===== src/rtl/adc_seq_pkg.sv =====
package adc_seq_pkg;

  // strobes from the sequencer to the output register
  typedef struct packed {
    logic clear;  // empty register, restart pulse count
    logic load;   // capture a finished result
  } shiftStrobe_t;

  typedef enum logic [1:0] {
    ST_IDLE = 2'd0,
    ST_WAKE = 2'd1,
    ST_CONV = 2'd2
  } seqState_t;

endpackage


===== src/rtl/edge_sense.sv =====
module edge_sense (
  input  logic clk,
  input  logic din,
  output logic rise,
  output logic fall
);

  // plain sampling flop: it follows din during reset as well, so no edge is
  // invented when reset releases
  logic dinQ;

  always_ff @(posedge clk) begin
    dinQ <= din;
  end

  assign rise = din & ~dinQ;
  assign fall = ~din & dinQ;

endmodule


===== src/rtl/conv_ctrl.sv =====
module conv_ctrl
  import adc_seq_pkg::*;
#(
  parameter int CONV_CYCLES = 50,
  parameter int WAKE_CYCLES = 50
) (
  input  logic         clk,
  input  logic         rstN,
  input  logic         convRise,
  input  logic         convFall,
  input  logic         sleepMode,
  output logic         busy,
  output logic         holdOn,
  output shiftStrobe_t strobe
);

  localparam int MAX_CYC = (CONV_CYCLES > WAKE_CYCLES) ? CONV_CYCLES : WAKE_CYCLES;
  localparam int CNT_W   = $clog2(MAX_CYC + 1);
  localparam logic [CNT_W-1:0] CONV_LOAD = CNT_W'(CONV_CYCLES);
  localparam logic [CNT_W-1:0] WAKE_LOAD = CNT_W'(WAKE_CYCLES);
  localparam logic [CNT_W-1:0] CNT_LAST  = CNT_W'(1);

  seqState_t        state, stateNext;
  logic [CNT_W-1:0] cnt, cntNext;
  logic             cntDone;

  assign cntDone = (cnt == CNT_LAST);

  always_comb begin
    stateNext = state;
    cntNext   = cnt;
    unique case (state)
      ST_IDLE: begin
        if (!sleepMode && convFall) begin
          stateNext = ST_CONV;
          cntNext   = CONV_LOAD;
        end else if (sleepMode && convRise) begin
          stateNext = ST_WAKE;
          cntNext   = WAKE_LOAD;
        end
      end
      ST_WAKE: begin
        if (cntDone) begin
          stateNext = ST_CONV;
          cntNext   = CONV_LOAD;
        end else begin
          cntNext = cnt - CNT_W'(1);
        end
      end
      ST_CONV: begin
        if (cntDone) begin
          stateNext = ST_IDLE;
          cntNext   = '0;
        end else begin
          cntNext = cnt - CNT_W'(1);
        end
      end
      default: begin
        stateNext = ST_IDLE;
        cntNext   = '0;
      end
    endcase
  end

  always_ff @(posedge clk or negedge rstN) begin
    if (!rstN) begin
      state <= ST_IDLE;
      cnt   <= '0;
    end else begin
      state <= stateNext;
      cnt   <= cntNext;
    end
  end

  assign busy         = (state != ST_IDLE);
  assign holdOn       = (state == ST_CONV);
  assign strobe.load  = (state == ST_CONV) && cntDone;
  assign strobe.clear = convFall;

endmodule


===== src/rtl/out_shifter.sv =====
module out_shifter
  import adc_seq_pkg::*;
#(
  parameter int WORD_W = 16,
  parameter int RES_W  = 14
) (
  input  logic             clk,
  input  logic             rstN,
  input  shiftStrobe_t     strobe,
  input  logic             serFall,
  input  logic [RES_W-1:0] code,
  output logic             serData,
  output logic             serOe
);

  localparam int PAD_W = WORD_W - RES_W;  // must be at least 1
  localparam int BIT_W = $clog2(WORD_W);
  localparam logic [BIT_W-1:0] LAST_BIT = BIT_W'(WORD_W - 1);

  logic [WORD_W-1:0] shiftReg;
  logic [BIT_W-1:0]  pulseCnt;
  logic              oeQ;

  always_ff @(posedge clk or negedge rstN) begin
    if (!rstN) begin
      shiftReg <= '0;
      pulseCnt <= '0;
      oeQ      <= 1'b0;
    end else if (strobe.clear) begin
      shiftReg <= '0;
      pulseCnt <= '0;
      oeQ      <= 1'b0;
    end else if (strobe.load) begin
      // the load leaves the pulse count where it is
      shiftReg <= {{PAD_W{1'b0}}, code};
      oeQ      <= 1'b1;
    end else if (serFall) begin
      if (pulseCnt == LAST_BIT) begin
        shiftReg <= '0;
        pulseCnt <= '0;
        oeQ      <= 1'b0;
      end else begin
        shiftReg <= {shiftReg[WORD_W-2:0], 1'b0};
        pulseCnt <= pulseCnt + BIT_W'(1);
      end
    end
  end

  assign serData = shiftReg[WORD_W-1];
  assign serOe   = oeQ;

endmodule


===== src/rtl/adc_conv_sequencer.sv =====
module adc_conv_sequencer
  import adc_seq_pkg::*;
#(
  parameter int RES_W       = 14,
  parameter int WORD_W      = 16,
  parameter int CONV_CYCLES = 50,
  parameter int WAKE_CYCLES = 50
) (
  input  logic             clk,
  input  logic             rstN,
  input  logic             convStart,
  input  logic             sleepMode,
  input  logic [RES_W-1:0] sampleCode,
  input  logic             serClk,
  output logic             busy,
  output logic             holdOn,
  output logic             serData,
  output logic             serOe
);

  logic         convRise, convFall;
  logic         serRise, serFall;
  shiftStrobe_t strobe;

  edge_sense i_convEdge (
    .clk  (clk),
    .din  (convStart),
    .rise (convRise),
    .fall (convFall)
  );

  edge_sense i_serEdge (
    .clk  (clk),
    .din  (serClk),
    .rise (serRise),
    .fall (serFall)
  );

  conv_ctrl #(
    .CONV_CYCLES (CONV_CYCLES),
    .WAKE_CYCLES (WAKE_CYCLES)
  ) i_ctrl (
    .clk       (clk),
    .rstN      (rstN),
    .convRise  (convRise),
    .convFall  (convFall),
    .sleepMode (sleepMode),
    .busy      (busy),
    .holdOn    (holdOn),
    .strobe    (strobe)
  );

  out_shifter #(
    .WORD_W (WORD_W),
    .RES_W  (RES_W)
  ) i_shift (
    .clk     (clk),
    .rstN    (rstN),
    .strobe  (strobe),
    .serFall (serFall),
    .code    (sampleCode),
    .serData (serData),
    .serOe   (serOe)
  );

  // the host samples on rising serial edges; the data changes on falling ones
  logic unusedRise;
  assign unusedRise = serRise;

endmodule


===== config.mk =====
export PLATFORM = sky130hd
export DESIGN_NAME = adc_conv_sequencer
export DESIGN_NICKNAME = d
export VERILOG_FILES = /design/src/rtl/adc_seq_pkg.sv /design/src/rtl/edge_sense.sv /design/src/rtl/conv_ctrl.sv /design/src/rtl/out_shifter.sv /design/src/rtl/adc_conv_sequencer.sv
export SDC_FILE = /design/constraint.sdc
export NUM_CORES = 1
export LEC_CHECK = 0
export CORE_MARGIN = 2
export CORE_UTILIZATION = 29
export CTS_CLUSTER_DIAMETER = 100
export DETAILED_ROUTE_END_ITERATION = 10
export PLACE_DENSITY = 0.57
export SYNTH_ARGS = -nofsm -noshare
export SYNTH_HDL_FRONTEND = slang
export SYNTH_SLANG_ARGS = --single-unit

===== constraint.sdc =====
create_clock -name clk -period 1.4 [get_ports clk]
set_input_delay 0.21 -clock clk [delete_from_list [all_inputs] [get_ports clk]]
set_output_delay 0.21 -clock clk [all_outputs]
set_load 0.02 [all_outputs]

## Word-level counts from Yosys, hierarchy flattened

Index checks and enable logic that the tools add are counted.

| word-level totals | value |
|---|---|
| register bits after elaboration | 31 |
| input bits | 19 |
| output and inout bits | 4 |

| operators by class | value |
|---|---|
| add/subtract/negate cells | 2 |
| eq/ne operators | 8 |
| muxes and demuxes | 22 |
| bitwise gates (word level) | 6 |
| reduce and logical (&&, ||, !) cells | 12 |

Operators with widths:

| kind | count |
|---|---|
| $mux W16 | 4 |
| $mux W6 | 4 |
| $pmux W6 S3 | 1 |
| $mux W4 | 4 |
| $mux W2 | 4 |
| $eq A6 B1 Y1 const B | 1 |
| $ne A2 B1 Y1 const B | 3 |
| $pmux W2 S3 | 1 |
| $reduce_bool A3 Y1 | 2 |
| $sub A6 B1 Y6 const B | 1 |
| $add A4 B1 Y4 const B | 1 |
| $eq A4 B4 Y1 const B | 1 |
| $mux W1 | 4 |
| $reduce_and A2 Y1 | 2 |
| $reduce_bool A2 Y1 | 2 |
| $and A1 B1 Y1 | 3 |
| $logic_and A1 B1 Y1 | 3 |
| $ne A3 B1 Y1 const B | 1 |
| $not A1 Y1 | 3 |
| $reduce_and A3 Y1 | 1 |
| $eq A2 B1 Y1 const B | 1 |
| $eq A2 B2 Y1 const B | 1 |
| $logic_not A2 Y1 | 1 |
| $logic_not A1 Y1 | 1 |

## Depth between registers and ports, before layout

Gate-level depths: netlist of the first run.

| logic depth | value |
|---|---|
| depth in word-level cells | 6 |
| mapped depth | 7 |
| depth with buffers taken out | 6 |

## Modules after synthesis

From an unflattened synthesis of the first run, not the netlist that was laid out.

| unflattened totals | value |
|---|---|
| cells, all modules | 157 |
| area total of the unflattened synthesis | 1,601.5 um^2 |

Modules (own cells, without submodules):

| module | times used | cells an instance | area an instance (um^2) | seq. area each (um^2) |
|---|---|---|---|---|
| out_shifter | 1 | 91 | 1,001.0 | 525.5 |
| conv_ctrl | 1 | 60 | 530.5 | 200.2 |
| edge_sense | 2 | 3 | 35.0 | 20.0 |

## Least setup slack after synthesis of the first run

No wires, ideal clock.

| timing | value |
|---|---|
| path type | flip-flop to flip-flop |
| from | reg i_ctrl.cnt[1] |
| to | reg i_shift.pulseCnt[3] |
| arrival | 1.356 ns |
| required time | 1.280 ns |
| setup slack | -0.076 ns |
| stages on the path, launching flop included | 7 |
| buffers on the path | 0 |
| cell sequence | dfrtp_1 > inv_1 > ha_1 > and4bb_1 > a21oi_2 > a31oi_1 > a31o_1 |

| on the way | value |
|---|---|
| longest elaborated chain between the ends | 4 |

RTL lines:

| item | RTL line | RTL |
|---|---|---|
| start: declaration | conv_ctrl.sv:24 | `logic [CNT_W-1:0] cnt, cntNext;` |
| start signal: assignment | conv_ctrl.sv:71 | `cnt <= cntNext;` |
| $eq A6 B1 Y1 | conv_ctrl.sv:27 | `assign cntDone = (cnt == CNT_LAST);` |
| $logic_and A1 B1 Y1 | conv_ctrl.sv:77 | `assign strobe.load = (state == ST_CONV) && cntDone;` |
| $ne A2 B1 Y1 (no line) | -- |  |
| $reduce_and A2 Y1 (no line) | -- |  |
| end signal: assignment | out_shifter.sv:44 | `pulseCnt <= pulseCnt + BIT_W'(1);` |
| end: declaration | out_shifter.sv:21 | `logic [BIT_W-1:0] pulseCnt;` |

No other way between the ends.
A chain may end at the register's enable or synchronous reset.

## Worst setup path in the final report of the first run

| timing | value |
|---|---|
| from | reg i_ctrl.cnt[0] |
| to | reg i_shift.shiftReg[0] |

| on the way | value |
|---|---|
| longest elaborated chain between the ends | 4 |

RTL lines:

| item | RTL line | RTL |
|---|---|---|
| $eq A6 B1 Y1 (*) | conv_ctrl.sv:27 |  |
| $logic_and A1 B1 Y1 (*) | conv_ctrl.sv:77 |  |
| $mux W16 | out_shifter.sv:33 | `end else if (strobe.load) begin` |
| $mux W16 | out_shifter.sv:29 | `end else if (strobe.clear) begin` |
| end signal: assignment | out_shifter.sv:35 | `shiftReg <= {{PAD_W{1'b0}}, code};` |
| end signal: assignment | out_shifter.sv:43 | `shiftReg <= {shiftReg[WORD_W-2:0], 1'b0};` |
| end: declaration | out_shifter.sv:20 | `logic [WORD_W-1:0] shiftReg;` |

Mark *: on every way between the ends. The rest lies on a longest branch, timed or not.

==> summary.txt, run 1 <==
Setup ws final - -0.101 ns
Max Cap Violations - 0
ANT nets after route - 0
Synth Flop Type - dfrtp_1
Synth-to-layout area growth - 59.8%
Number of global-route vias before repair - 1484
Residual DRC - 0
CTS tree - built
PortBufs - 22
Synth area leader - dfrtp_1
GR Overflow Total - 0
Vias per inst - 4.81
Hold Path Class - in -> async
Number of primary I/O pins - 23
Die area - 6170 sq um
Worst Tran Pin Value - 0.334 ns
Combinational power share - 0.117
Setup crit start kind - flop
Max Slew Vio Count - 0
DR vias - 1434
Internal - 1.40 mW
Post-Syn Instances - 165
RD Place Congestion - 0.740
Area contributors post-synth - dfrtp_1 (45%), a22oi_1 (6.5%), a21oi_2 (6.0%), o21ai_1 (4.0%), a21oi_1 (3.7%)
Clk_lat worst skew - 0.28 ns
Nets - 248
Global-route wire length before repair - 6.89 mm
Hold WS - 0.283 ns
Initial core utilization - 0.297
Die height - 78.6 microns
Core area - 5440 sq um
Initial antenna violation count - 0
Worst Setup End Kind - flop
Worst VDD drop - 0.298 mV
Status - finished, violations left
Syn Nets - 187
Crit-path leading delay family - simple AND/OR/NAND/NOR gates
Syn_area_per_cell - 9.77 sq um
Ys Warns - 0
CTS H-tree lvls - 2
Clk Tree Root Cell - clkbuf_8
Min Tclk post-route - 1.50 ns
CTS clk-pin slew, worst paths - 0.07 ns
Post-synthesis cell type count - 38
Asr flop ratio synth - 0.935
DRT Pass-1 Iters - 4
Die width - 78.6 microns
# fillers - 491
Failing checks - negative setup slack
NetSw - 433 uW
Place WS - -0.191 ns
GR Util All Layers - 0.140
Critical-path top delay cell - dfrtp_2
Wirelength per Cell - 13.3 microns
Final Hold Viols - 0
Largest net degree at the start of global routing - 30
Worst EP arrival - 1.67 ns
Fin Clk Skew - 0.00840 ns
Critical path class - reg -> reg
Hold_buf cts - 0
Sw Share - 0.236
Most common cell in the synthesized netlist - dfrtp_1
Bufs on Longest Clock Path - 2
Synth top area share - 0.450
Cell area after synthesis - 1610 sq um
N_diodes - 0
Synth cell count leaders - dfrtp_1 (29), a22oi_1 (14), nand2_1 (14)
Crit-path max FO - 5
Post-Route WL - 3.96 mm
CP Cell Sequence - ha_4, and4bb_2, nand2_4, buf_6, mux2i_1, nor2_1
RSZ-0062 raised after global routing - true
Pwr dens - 713 nW/um^2
Post-synthesis sequential area ratio - 0.475
Post-synth EDFFs - 0
Data required, critical path - 1.57 ns
CP max stage delay - 0.44 ns
Multi-input gate area - 997 sq um
# rows - 27
Clock share of power - 0.383
Setup violations, final - 23
Share of layout cells above drive strength 1 - 0.451
CTS Buf Count - 5
Sequential share of power - 0.500
Synthesized flop and latch total - 31
Clk sinks - 31
DR iter-0 viols - 74
Max Freq - 0.666 GHz
Tightest slew margin relative to the limit - 0.775
Storage element area - 769 sq um
Dpl hpwl - 2.64 mm
WP buf/inv - 1
P_leak - 1.11 nW
Final Cycle Share - 1.07
[layer usage]
layer,part of all wire,global-route usage,wire (microns),vias to the layer above
met4,0.0078,0.0368,31,0
met1,0.47,0.183,1880,689
met3,0.042,0.0402,167,4
met5,0,0,0,-
li1,-,-,-,720
met2,0.48,0.226,1880,21
[worst paths after layout]
check                      slack [ns]              endpoint      startpoint  cells after the start
setup / recovery                -0.10   i_shift.shiftReg[0]   i_ctrl.cnt[0]                      6
hold / removal                   0.28   i_shift.shiftReg[7]            rstN                      2
setup reg to reg                -0.10   i_shift.shiftReg[0]   i_ctrl.cnt[0]                      6
hold reg to reg                  0.50  i_shift.shiftReg[15]  i_serEdge.dinQ                      2
max in group asynchronous        0.92       i_ctrl.state[1]            rstN                      2
min in group clk                 0.44        i_serEdge.dinQ          serClk                      1
[what timing repair did]
action / in CTS / in global routing
resized for setup: 38 / 22
gates cloned: 1 / 1
buffers inserted: 5 / 1
endpoints found under the hold margin: 0 / 0
setup endpoints to repair: 31 / 30
pin swaps: 11 / 8
[flip-flops by register name (all words and copies together) (netlist names)]
name / cells
i_ctrl.state: 2
i_shift.shiftReg: 16
i_shift.pulseCnt: 4
i_convEdge.dinQ: 1
i_shift.serOe: 1
i_ctrl.cnt: 6
i_serEdge.dinQ: 1
[area by class of cell]
type | instances | area share
Timing Repair Buffer | 64 | 0.241
Multi-Input combinational cell | 121 | 0.387
Sequential cell | 31 | 0.299
Clock buffer | 6 | 0.0320
Clock inverter | 1 | 0.00194
Inverter | 3 | 0.00437
Tap cell | 72 | 0.0350
[power groups by stage]
stage               combinational (mW)  clock [mW]  sequential, mW
global placement                 0.187           0           0.935
finish                           0.215       0.703           0.919
floorplan                       0.0641           0           0.934
detailed placement               0.186           0           0.935
global route                     0.239       0.780           0.920
CTS                              0.202       0.738           0.918
[kinds of logic after synthesis]
group / count (synthesis) / share of synthesized area
AOI/OAI and AO/OA: 68 / 0.287
buffers and inverters: 13 / 0.0403
and+or+nand+nor: 48 / 0.163
adders and majority gates: 3 / 0.0233
DFF: 31 / 0.475
xor gates and xnor gates: 1 / 0.00543
muxes: 1 / 0.00621
[layout by cell type, fill, tap and decap left out, types with 3 or more instances in the layout]
| master | Yosys | routed |
|---|---|---|
| nand2b_1 | 5 | 5 |
| nand3_1 | 5 | 4 |
| a21oi_4 | 0 | 3 |
| o21ai_4 | 0 | 6 |
| clkbuf_8 | 0 | 6 |
| nand2_1 | 14 | 11 |
| dfrtp_2 | 0 | 3 |
| o21ai_2 | 0 | 7 |
| nand2_4 | 0 | 3 |
| a21oi_1 | 12 | 7 |
| clkdlybuf4s50_1 | 0 | 18 |
| nor2b_1 | 4 | 3 |
| o21ai_0 | 7 | 7 |
| nor2_1 | 8 | 7 |
| dfrtp_1 | 29 | 26 |
| buf_4 | 0 | 33 |
| buf_12 | 0 | 4 |
| buf_6 | 1 | 3 |
| a22oi_1 | 14 | 14 |
| a21oi_2 | 11 | 13 |
[through the flow]
step / std cells / cell area [sq um] / utilization / total power, mW / setup TNS, ns
after global routing: 298 / 2580 / 0.474 / 1.94 / -2.82
after floorplan: 165 / 1640 / - / 0.998 / -0.292
final: 298 / 2580 / 0.474 / 1.84 / -1.47
after detailed placement: 284 / 2190 / 0.403 / 1.12 / -3.29
after global placement: 284 / 2190 / 0.403 / 1.12 / -3.23
after CTS: 297 / 2460 / 0.452 / 1.86 / -1.48
Note: power is estimated with default switching activity, not from simulation.
==> run 2, diff against run 1 <==
--- a/config.mk
+++ b/config.mk
@@ -6,10 +6,10 @@
 export NUM_CORES = 1
 export LEC_CHECK = 0
 export CORE_MARGIN = 2
-export CORE_UTILIZATION = 29
+export CORE_UTILIZATION = 48
 export CTS_CLUSTER_DIAMETER = 100
 export DETAILED_ROUTE_END_ITERATION = 10
-export PLACE_DENSITY = 0.57
+export PLACE_DENSITY = 0.81
 export SYNTH_ARGS = -nofsm -noshare
 export SYNTH_HDL_FRONTEND = slang
 export SYNTH_SLANG_ARGS = --single-unit
==> summary.txt, run 2 (same netlist as run 1, synthesis figures left out) <==
Global-route wire length before repair - 6.82 mm (-1.0%)
Core area - 3280 sq um (-40%)
Biggest registers after layout - i_shift.shiftReg: 16 flops, i_ctrl.cnt: 6 flops, i_shift.pulseCnt: 4 flops
Final Instance Count excl. Fillers - 278 (-6.7%)
Pwr dens - 671 nW/um^2 (-5.9%)
DP Area - 2160 sq um (-1.5%)
Worst EP arrival - 1.77 ns (+0.10 ns)
Fin Clk Skew - 0.00477 ns (-0.00363 ns)
Highest-count cells in the layout ignoring fill and taps - buf_4 (37), dfrtp_1 (29), clkdlybuf4s50_1 (18)
Worst Setup End Kind - flop
Max Slew Vio Count - 0 (unchanged)
DR vias - 1531 (+6.8%)
Die area - 3840 sq um (-38%)
Placed cell count - 263 (-7.4%)
Max Freq - 0.651 GHz (-2.3%)
Top reg by flops - i_shift.shiftReg
Crit-path max FO - 4 (-1)
Number of global-route vias before repair - 1607 (+8.3%)
RSZ-0062 raised after global routing - true
CP max stage delay - 0.45 ns (about the same)
Setup violations, final - 26 (+13%)
CTS Buf Count - 5 (unchanged)
Die height - 62.0 microns (-21%)
Failing checks - negative setup slack
Dpl hpwl - 2.89 mm (+9.7%)
Min Tclk post-route - 1.54 ns (+0.0352 ns)
Hold Path Class - in -> async
Initial antenna violation count - 0 (unchanged)
RD Place Congestion - 0.853 (+15%)
Critical-path top delay cell - dfrtp_1
CP Cell Sequence - ha_4, and4bb_1, buf_6, a21oi_4, a31oi_1, a31o_1
Storage element area - 766 sq um (-0.49%)
DR iter-0 viols - 105 (+42%)
Met2 global-route usage - 0.432 (+0.206)
Design area - 2420 sq um (-6.2%)
Multi-input gate area - 921 sq um (-7.7%)
Setup ws final - -0.136 ns (-0.0352 ns)
Wirelength per Cell - 15.5 microns (+17%)
Top Usage Layer GRT - met2
Synth-to-layout area growth - 50.0%
Worst Tran Pin Value - 0.372 ns (+0.0379 ns)
GR Overflow Total - 0 (unchanged)
Most common cell after layout, fill and taps aside - buf_4
Met3 Use GR - 0.0807 (+0.0405)
Final Cycle Share - 1.10 (+0.0251)
Nets - 253 (+2.0%)
ANT nets after route - 0 (unchanged)
Largest net degree at the start of global routing - 30 (unchanged)
CTS H-tree lvls - 2 (unchanged)
# fillers - 224 (-54%)
Max reg flops - 16 (unchanged)
Clk Tree Root Cell - clkbuf_4
Met1 Track Usage GR - 0.263 (+0.0796)
Status - finished, violations left
N_diodes - 0 (unchanged)
Bufs on Longest Clock Path - 2 (unchanged)
Data required, critical path - 1.63 ns (+0.06 ns)
Post-Route WL - 4.31 mm (+9.0%)
Number of primary I/O pins - 23 (unchanged)
P_leak - 1.08 nW (-3.1%)
Share of layout cells above drive strength 1 - 0.418 (-0.0332)
Tightest slew margin relative to the limit - 0.752 (-0.0229)
GR Util All Layers - 0.248 (+0.108)
DRT Pass-1 Iters - 5 (+1)
Setup crit start kind - flop
Clk_lat worst skew - 0.33 ns (+0.05 ns)
PortBufs - 22 (unchanged)
Critical path class - reg -> reg
Residual DRC - 0 (unchanged)
CTS clk-pin slew, worst paths - 0.10 ns (+0.03 ns)
Max Cap Violations - 0 (unchanged)
Crit-path leading delay family - compound AO/OA/AOI/OAI gates
Worst VDD drop - 0.340 mV (+14%)
# rows - 21 (-22%)
Vias per inst - 5.51 (+14%)
Place WS - -0.210 ns (-0.0185 ns)
Initial core utilization - 0.491 (+0.195)
Die width - 62.0 microns (-21%)
Final Hold Viols - 0 (unchanged)
Hold_buf cts - 0 (unchanged)
CTS tree - built
Clk sinks - 31 (unchanged)
WP buf/inv - 1 (unchanged)
[run 2: changes by cell type in the layout (fill, tap and decap cells not counted), moves of 4 or more]
cell      previous run  this run
buf_4               33        37
buf_6                3        10
clkbuf_4             0         5
clkbuf_8             6         0
o21ai_0              7         2
o21ai_1              0         6
o21ai_2              7        12
o21ai_4              6         0
[run 2: timing repair]
action | 4_1_cts | 5_1_grt
gates resized for setup | 33 | 24
endpoints found under the setup margin | 32 | 31
buffers inserted | 5 | 2
pin swaps | 10 | 6
[run 2: per-layer routing]
| metal | vias up | wire (microns) |
|---|---|---|
| met3 | 11 | 188 |
| met4 | 0 | 80 |
| li1 | 733 | - |
| met2 | 43 | 2260 |
| met5 | - | 0 |
| met1 | 744 | 1790 |
[run 2: worst paths after layout]
check	start	end	slack, ns	cells after the start
max	i_ctrl.cnt[0]	i_shift.pulseCnt[3]	-0.14	6
min	rstN	i_shift.shiftReg[11]	0.26	2
max reg2reg	i_ctrl.cnt[0]	i_shift.pulseCnt[3]	-0.14	6
min reg2reg	i_serEdge.dinQ	i_shift.shiftReg[15]	0.51	2
max in group asynchronous	rstN	i_ctrl.cnt[3]	0.86	2
min in group clk	serClk	i_serEdge.dinQ	0.48	2
[run 2: metrics by stage]
stage          utilization  power [mW]  hold slack [ns]  TNS (ns)
2_1_floorplan            -       0.998          -0.0856    -0.292
3_3_place_gp         0.658        1.11            0.483     -2.14
3_5_place_dp         0.658        1.12            0.497     -3.34
4_1_cts              0.714        1.62            0.261     -1.44
5_1_grt              0.736        1.71            0.282     -3.52
6_report             0.736        1.62            0.264     -2.24
[run 2: power breakdown]
| group | switching [mW] | internal (mW) | total (mW) |
|---|---|---|---|
| registers | 0.0114 | 0.907 | 0.918 |
| clock network | 0.304 | 0.195 | 0.500 |
| logic | 0.102 | 0.103 | 0.205 |
[run 2: layout make-up]
cell class,instances,area share
sequential,31,0.317
clock buffer,7,0.0186
inverter,3,0.00466
multi-input combinational,121,0.381
timing repair buffer,69,0.253
tap,46,0.0238
clock inverter,1,0.00207
